**config.mk**
```make
export PLATFORM = sky130hd
export DESIGN_NAME = audio_bclk_fs_gen
export DESIGN_NICKNAME = d
export VERILOG_FILES = /design/src/rtl/abfg_pkg.sv /design/src/rtl/abfg_clk_ctrl.sv /design/src/rtl/abfg_frame_dp.sv /design/src/rtl/audio_bclk_fs_gen.sv
export SDC_FILE = /design/constraint.sdc
export NUM_CORES = 1
export LEC_CHECK = 0
export BUFFER_PORTS_ARGS = -buffer_cell sky130_fd_sc_hd__buf_4
export CAP_MARGIN = 10
export CORE_UTILIZATION = 38
export CTS_CLUSTER_DIAMETER = 200
export DETAILED_ROUTE_END_ITERATION = 6
export GPL_TIMING_DRIVEN = 0
export SYNTH_ARGS = -nofsm -noshare
export SYNTH_HDL_FRONTEND = slang
export SYNTH_SLANG_ARGS = --single-unit
```
**constraint.sdc**
```tcl
create_clock -name mclk -period 8.1 [get_ports mclk]
set_input_delay 1.215 -clock mclk [delete_from_list [all_inputs] [get_ports mclk]]
set_output_delay 1.215 -clock mclk [all_outputs]
set_load 0.01 [all_outputs]
```
**src/rtl/abfg_pkg.sv**
```systemverilog
package abfg_pkg;
  typedef struct packed {
    logic bitTick;
    logic divPhase;
    logic bypass;
  } clkStrobes_t;
endpackage

```
**src/rtl/abfg_clk_ctrl.sv**
```systemverilog
module abfg_clk_ctrl
  import abfg_pkg::*;
#(
  parameter int DIV_W = 12,
  parameter int SYNC_STAGES = 2
) (
  input  logic             mclk,
  input  logic             rstN,
  input  logic             extBclk,
  input  logic             bclkExt,
  input  logic [DIV_W-1:0] divCode,
  output clkStrobes_t      strobes
);
  localparam int SQ_W = SYNC_STAGES + 1;

  logic [DIV_W-1:0] divCnt, activeDiv, cntNext, divNext;
  logic [DIV_W:0]   halfNext;
  logic             termNow, phaseQ, bypassQ, extRise;
  logic [SQ_W-1:0]  syncQ;

  // synchronizer plus one history stage for edge detect
  always_ff @(posedge mclk or negedge rstN) begin
    if (!rstN) syncQ <= '0;
    else       syncQ <= {syncQ[SQ_W-2:0], extBclk};
  end
  assign extRise = syncQ[SQ_W-2] & ~syncQ[SQ_W-1];

  assign termNow = (divCnt == activeDiv);

  always_comb begin
    if (termNow) begin
      cntNext = '0;
      divNext = divCode;
    end else begin
      cntNext = divCnt + 1'b1;
      divNext = activeDiv;
    end
    halfNext = ({1'b0, divNext} + 1'b1) >> 1;
  end

  always_ff @(posedge mclk or negedge rstN) begin
    if (!rstN) begin
      divCnt    <= '0;
      activeDiv <= '0;
      phaseQ    <= 1'b0;
      bypassQ   <= 1'b0;
    end else begin
      divCnt    <= cntNext;
      activeDiv <= divNext;
      phaseQ    <= ({1'b0, cntNext} < halfNext);
      if (termNow) bypassQ <= (divCode == '0);
    end
  end

  assign strobes.bitTick  = bclkExt ? extRise : termNow;
  assign strobes.divPhase = phaseQ;
  assign strobes.bypass   = bypassQ;

  // the counter restarts after a terminal count
  p_wrap_r1: assert property (@(posedge mclk) disable iff (!rstN)
    termNow |=> (divCnt == '0));
  // a period with N >= 2 opens with the high phase
  p_phase_start_r1: assert property (@(posedge mclk) disable iff (!rstN)
    (divCnt == '0 && activeDiv != '0) |-> phaseQ);
  // the ratio cannot change away from a terminal count
  p_hold_r3: assert property (@(posedge mclk) disable iff (!rstN)
    !termNow |=> $stable(activeDiv));
  // bypass is only selected for a ratio of one
  p_bypass_r2: assert property (@(posedge mclk) disable iff (!rstN)
    bypassQ |-> (activeDiv == '0));
endmodule

```
**src/rtl/abfg_frame_dp.sv**
```systemverilog
module abfg_frame_dp
  import abfg_pkg::*;
#(
  parameter int SLOT_W  = 5,
  parameter int SLOTS_W = 4
) (
  input  logic               mclk,
  input  logic               rstN,
  input  clkStrobes_t        strobes,
  input  logic               extBclk,
  input  logic               extFs,
  input  logic               bclkExt,
  input  logic               bclkInv,
  input  logic               fsExt,
  input  logic               fsSlotWide,
  input  logic               fsInv,
  input  logic [SLOT_W-1:0]  slotLenM1,
  input  logic [SLOTS_W-1:0] slotsM1,
  output logic               bclkOut,
  output logic               bclkOe,
  output logic               fsOut,
  output logic               fsOe
);
  localparam int CNT_W = SLOT_W + SLOTS_W;

  logic [CNT_W:0]   frameLen;
  logic [CNT_W-1:0] frameLast, bitCnt, bitNext;
  logic             wrapNow, fsActNext, fsIntQ, bclkInt;

  always_comb begin
    frameLen  = ({{(CNT_W-SLOT_W+1){1'b0}}, slotLenM1} + 1'b1)
              * ({{(CNT_W-SLOTS_W+1){1'b0}}, slotsM1} + 1'b1);
    frameLast = CNT_W'(frameLen - 1'b1);
    wrapNow   = (bitCnt >= frameLast);
    bitNext   = wrapNow ? '0 : bitCnt + 1'b1;
    if (fsSlotWide) fsActNext = (bitNext <= CNT_W'(slotLenM1));
    else            fsActNext = (bitNext == '0);
  end

  always_ff @(posedge mclk or negedge rstN) begin
    if (!rstN) begin
      bitCnt <= '1;
      fsIntQ <= 1'b0;
    end else if (strobes.bitTick) begin
      bitCnt <= bitNext;
      fsIntQ <= fsActNext;
    end
  end

  assign bclkInt = strobes.bypass ? mclk : strobes.divPhase;
  assign bclkOut = (bclkExt ? extBclk : bclkInt) ^ bclkInv;
  assign fsOut   = (fsExt ? extFs : fsIntQ) ^ fsInv;
  assign bclkOe  = ~bclkExt;
  assign fsOe    = ~fsExt;

  // the frame restarts after its last bit
  p_frame_wrap_r6: assert property (@(posedge mclk) disable iff (!rstN)
    (strobes.bitTick && wrapNow) |=> (bitCnt == '0));
  // the bit counter only moves on a bit tick
  p_no_step_r6: assert property (@(posedge mclk) disable iff (!rstN)
    !strobes.bitTick |=> $stable(bitCnt));
  // a one-bit sync covers bit zero only
  p_bit_wide_r7: assert property (@(posedge mclk) disable iff (!rstN)
    (!fsSlotWide && fsIntQ) |-> (bitCnt == '0));
  // a slot-wide sync stays inside the first slot
  p_slot_wide_r7: assert property (@(posedge mclk) disable iff (!rstN)
    (fsSlotWide && fsIntQ) |-> (bitCnt <= CNT_W'(slotLenM1)));
endmodule

```
**src/rtl/audio_bclk_fs_gen.sv**
```systemverilog
module audio_bclk_fs_gen
  import abfg_pkg::*;
#(
  parameter int DIV_W   = 12,
  parameter int SLOT_W  = 5,
  parameter int SLOTS_W = 4
) (
  input  logic               mclk,
  input  logic               rstN,
  input  logic               extBclk,
  input  logic               extFs,
  input  logic [DIV_W-1:0]   cfgDivCode,
  input  logic               cfgBclkExt,
  input  logic               cfgBclkInv,
  input  logic               cfgFsExt,
  input  logic               cfgFsSlotWide,
  input  logic               cfgFsInv,
  input  logic [SLOT_W-1:0]  cfgSlotLenM1,
  input  logic [SLOTS_W-1:0] cfgSlotsM1,
  output logic               bclkOut,
  output logic               bclkOe,
  output logic               fsOut,
  output logic               fsOe
);
  clkStrobes_t strobes;

  abfg_clk_ctrl #(.DIV_W(DIV_W), .SYNC_STAGES(2)) ctrl_i (
    .mclk(mclk), .rstN(rstN), .extBclk(extBclk), .bclkExt(cfgBclkExt),
    .divCode(cfgDivCode), .strobes(strobes)
  );

  abfg_frame_dp #(.SLOT_W(SLOT_W), .SLOTS_W(SLOTS_W)) dp_i (
    .mclk(mclk), .rstN(rstN), .strobes(strobes), .extBclk(extBclk),
    .extFs(extFs), .bclkExt(cfgBclkExt), .bclkInv(cfgBclkInv),
    .fsExt(cfgFsExt), .fsSlotWide(cfgFsSlotWide), .fsInv(cfgFsInv),
    .slotLenM1(cfgSlotLenM1), .slotsM1(cfgSlotsM1),
    .bclkOut(bclkOut), .bclkOe(bclkOe), .fsOut(fsOut), .fsOe(fsOe)
  );

  // internal sources always drive their pins
  p_oe_r12: assert property (@(posedge mclk) disable iff (!rstN)
    (!cfgBclkExt |-> bclkOe) and (!cfgFsExt |-> fsOe));
endmodule

```
==> results.md <==
* Status: completed
* Data arrival time at the worst-slack endpoint at 7.18 ns
* Worst slew margin relative to its limit at 60.53%
* Fill count at 976
* First-pass DRT Iterations at 4
* Remaining Overflow, GRT at 0
* Standby leakage power at 2.061 nW
* Slowest-stage cell, CP: sky130_fd_sc_hd__fa_1
* R2R Setup Slk at 4.20 ns
* Drt initial violations at 102
* Asr flop ratio synth at 100.0%
* Critical path buffer and inverter count at 4
* Antenna diode instance count at 0
* Synth Register Bits at 39
* Library cells used by synthesis at 49
* Mean cell area of the mapped netlist at 8.999 um^2
* Switching share of power at 43.73%
* Cells on worst reg2reg path at 17
* Postcts setup bufs at 0
* Initial antenna violation count at 0
* Post-layout net count at 563
* Ys flop type: sky130_fd_sc_hd__dfrtp_1
* Max-cap violations at 0
* Worst Tran Pin Value at 0.5920 ns
* Final Critical Period at 6.874 ns
* CTS tree: done
* Chip width at 103.0 um
* WP data required at 8.41 ns
* Most numerous cell in the Yosys netlist: sky130_fd_sc_hd__inv_1
* Highest ir drop seen on vdd at 0.1415 mV
* Final routed wire length divided by cell count at 14.20 um
* Power spent charging and discharging nets at 0.5848 mW
* Number of instances in the synthesized netlist at 431
* Pin count of the biggest net entering global routing at 40
* Source of the worst hold timing path: ctrl_i.syncQ[0]$_DFF_PN0_
* Worst hold endpoint: ctrl_i.syncQ[1]$_DFF_PN0_
* Critical Path Start Type: input pin
* Clock latency reported for the late side of the worst-skew pair at 0.40 ns
* Critical path class: in2reg
* Final worst-path cycle share at 84.87%
* Count of cells along the worst hold path at 0
* Core region area at 9819 um^2
* Via count of the first global-routing pass at 3085
* Final hold violation count at 0
* Wire length of the first global-routing pass at 14120 um
* Number of cells on the critical path at 29
* Post-CTS Hold Fix Bufs at 0
* Top post-synthesis cells by count: sky130_fd_sc_hd__inv_1, sky130_fd_sc_hd__ha_1, sky130_fd_sc_hd__nand2_1
* Post-synth top area share at 19.35%
* Synthesis warning total at 0
* Clock transition at the registers of the reported paths at 0.08 ns
* Antenna Violating Nets Remaining at 0
* Detailed placer's ending HPWL at 6968 um
* Total length of routed wires at 8634 um
* Vias post-DR at 3151
* Crit-path leading delay family: adder cells
* Port Buffers at 33
* Critical Path Fanout Max at 10
* Final weighted congestion of routability-driven global placement at 0.8678
* Fraction of power consumed by the clock network at 16.2%
* Reg-to-reg critical path startpoint: ctrl_i.divCnt[3]$_DFF_PN0_
* Post-synth EDFFs at 0
* Max incr delay on CP at 0.54 ns
* Total I/O pin count at 34
* Comb pwr share at 61.5%
* Power density over the cells at 300.2 nW/um^2
* CTS-repair resized insts at 0
* Worst min-delay path class: reg2reg
* Unrepaired setup endpoints after global routing: false
* Type of destination of the critical path: flip-flop
* Count of endpoints failing setup in the final report at 0
* Post-Route Setup TNS at 0 ns
* Cell mode on critical path: sky130_fd_sc_hd__nor2_1
* Growth of design area from synthesis to finish at 14.87%
* Syn nets at 520
* Total internal power at 0.7525 mW
* Standard-cell rows at 36
* Reg-to-Reg End: ctrl_i.phaseQ$_DFF_PN0_
* Die outline height at 103.0 um
* Initial standard-cell utilization of the core at 39.50%
* Max frequency at 145.5 MHz
* Sequential fraction of the synthesis area at 25.45%
* Setup clock skew after layout at 0.004793 ns
* GRT Util Overall at 17.18%
* Top cell type by total area after synthesis: sky130_fd_sc_hd__dfrtp_1
* Proportion of power drawn by flip-flops and latches at 22.4%
* Main area contributors after synthesis: sky130_fd_sc_hd__dfrtp_1, sky130_fd_sc_hd__ha_1, sky130_fd_sc_hd__fa_1
* Final-report max-slew violation count at 0
* DRC violation count after routing at 0
* Total standard cell area after synthesis at 3879 um^2
* Share of cells above drive strength 1 at 15.16%
* Overall die area at 10620 um^2
* Layout Utilization at 45.37%
* Via density per instance at 5.183
## worst max-delay path by stage
stage                                    endpoint  slack (ns)             from
after floorplan           dp_i.fsIntQ$_DFFE_PN0P_        1.66    cfgSlotsM1[0]
after CTS                 dp_i.fsIntQ$_DFFE_PN0P_        1.21  cfgSlotLenM1[0]
after global placement    dp_i.fsIntQ$_DFFE_PN0P_        0.88  cfgSlotLenM1[0]
after global routing      dp_i.fsIntQ$_DFFE_PN0P_        0.76  cfgSlotLenM1[0]
after detailed placement  dp_i.fsIntQ$_DFFE_PN0P_        0.82  cfgSlotLenM1[0]
final                     dp_i.fsIntQ$_DFFE_PN0P_        1.23  cfgSlotLenM1[0]
## placed cells by master, fill, tap and decap left out, types with 2 or more instances in the layout
| cell type | synthesis | final |
|---|---|---|
| sky130_fd_sc_hd__a211oi_1 | 3 | 3 |
| sky130_fd_sc_hd__a21o_1 | 6 | 6 |
| sky130_fd_sc_hd__a21oi_1 | 11 | 11 |
| sky130_fd_sc_hd__a31oi_1 | 2 | 2 |
| sky130_fd_sc_hd__and2_1 | 6 | 6 |
| sky130_fd_sc_hd__and3_1 | 12 | 12 |
| sky130_fd_sc_hd__buf_4 | 3 | 36 |
| sky130_fd_sc_hd__clkbuf_1 | 3 | 3 |
| sky130_fd_sc_hd__clkbuf_8 | 0 | 9 |
| sky130_fd_sc_hd__dfrtp_1 | 30 | 30 |
| sky130_fd_sc_hd__dfstp_2 | 9 | 9 |
| sky130_fd_sc_hd__fa_1 | 15 | 15 |
| sky130_fd_sc_hd__ha_1 | 44 | 44 |
| sky130_fd_sc_hd__inv_1 | 45 | 45 |
| sky130_fd_sc_hd__mux2_1 | 4 | 4 |
| sky130_fd_sc_hd__mux2_2 | 9 | 9 |
| sky130_fd_sc_hd__mux2i_1 | 7 | 7 |
| sky130_fd_sc_hd__nand2_1 | 38 | 38 |
| sky130_fd_sc_hd__nand2b_1 | 11 | 11 |
| sky130_fd_sc_hd__nand3_1 | 15 | 15 |
| sky130_fd_sc_hd__nand4_1 | 14 | 14 |
| sky130_fd_sc_hd__nor2_1 | 29 | 29 |
| sky130_fd_sc_hd__nor2b_1 | 5 | 5 |
| sky130_fd_sc_hd__nor3_1 | 2 | 2 |
| sky130_fd_sc_hd__nor4_1 | 3 | 3 |
| sky130_fd_sc_hd__o211ai_1 | 10 | 10 |
| sky130_fd_sc_hd__o21a_1 | 3 | 3 |
| sky130_fd_sc_hd__o21ai_0 | 10 | 10 |
| sky130_fd_sc_hd__o21ai_1 | 2 | 2 |
| sky130_fd_sc_hd__o21bai_1 | 7 | 7 |
| sky130_fd_sc_hd__o31ai_1 | 3 | 3 |
| sky130_fd_sc_hd__or2_2 | 3 | 3 |
| sky130_fd_sc_hd__or3_1 | 2 | 2 |
| sky130_fd_sc_hd__xnor2_1 | 31 | 31 |
| sky130_fd_sc_hd__xor2_1 | 19 | 19 |
## metrics by stage
stage	hold slack [ns]	total power [mW]	cell area [um^2]	std cells	worst slack, ns
floorplan	0.3312	0.9342	3879	431	1.655
global placement	0.3341	1.111	4293	597	0.8817
detailed placement	0.3365	1.134	4293	597	0.8210
CTS	0.3555	1.357	4456	608	1.209
global route	0.3763	1.489	4456	608	0.7583
finish	0.3524	1.337	4456	608	1.226
## kinds of logic (layout without fill, tap and decap cells)
group	after synthesis	count (layout)	share of synthesized area [%]
flops	39	39	25.45
buf+inv	53	97	5.645
xor+xnor	50	50	11.29
mux	20	20	5.581
simple gates	146	146	19.03
compound gates	64	64	11.06
fa+ha+maj	59	59	21.94
## registers in the layout (all words and copies together) (netlist names)
register,flops
ctrl_i.activeDiv,12
ctrl_i.divCnt,12
dp_i.bitCnt,9
ctrl_i.syncQ,3
ctrl_i.bypassQ,1
ctrl_i.phaseQ,1
dp_i.fsIntQ,1
## final cells by class
| cell class | instances | area, um^2 | area share [%] |
|---|---|---|---|
| tap | 133 | 166.4 | 3.735 |
| clock buffer | 10 | 131.4 | 2.949 |
| multi-input combinational | 339 | 2673 | 59.98 |
| timing repair buffer | 32 | 240.2 | 5.392 |
| sequential | 39 | 987.2 | 22.16 |
| inverter | 45 | 168.9 | 3.791 |
| clock inverter | 2 | 38.79 | 0.8705 |
| buffer | 8 | 50.05 | 1.123 |
## metal layers
layer	vias up	track usage (%)	part of all wire, %
li1	1573	-	-
met1	1532	21.50	47
met2	39	31.33	51
met3	7	2.847	2.1
met4	0	2.925	0.46
met5	-	0	0
## power groups by stage
stage               clock network [mW]  registers [mW]  logic, mW
floorplan                      0.00170           0.285      0.647
finish                           0.216           0.299      0.822
global route                     0.232           0.308      0.949
CTS                              0.223           0.300      0.834
global placement               0.00279           0.302      0.806
detailed placement             0.00279           0.303      0.828
Power figures use the tool's default switching activity.
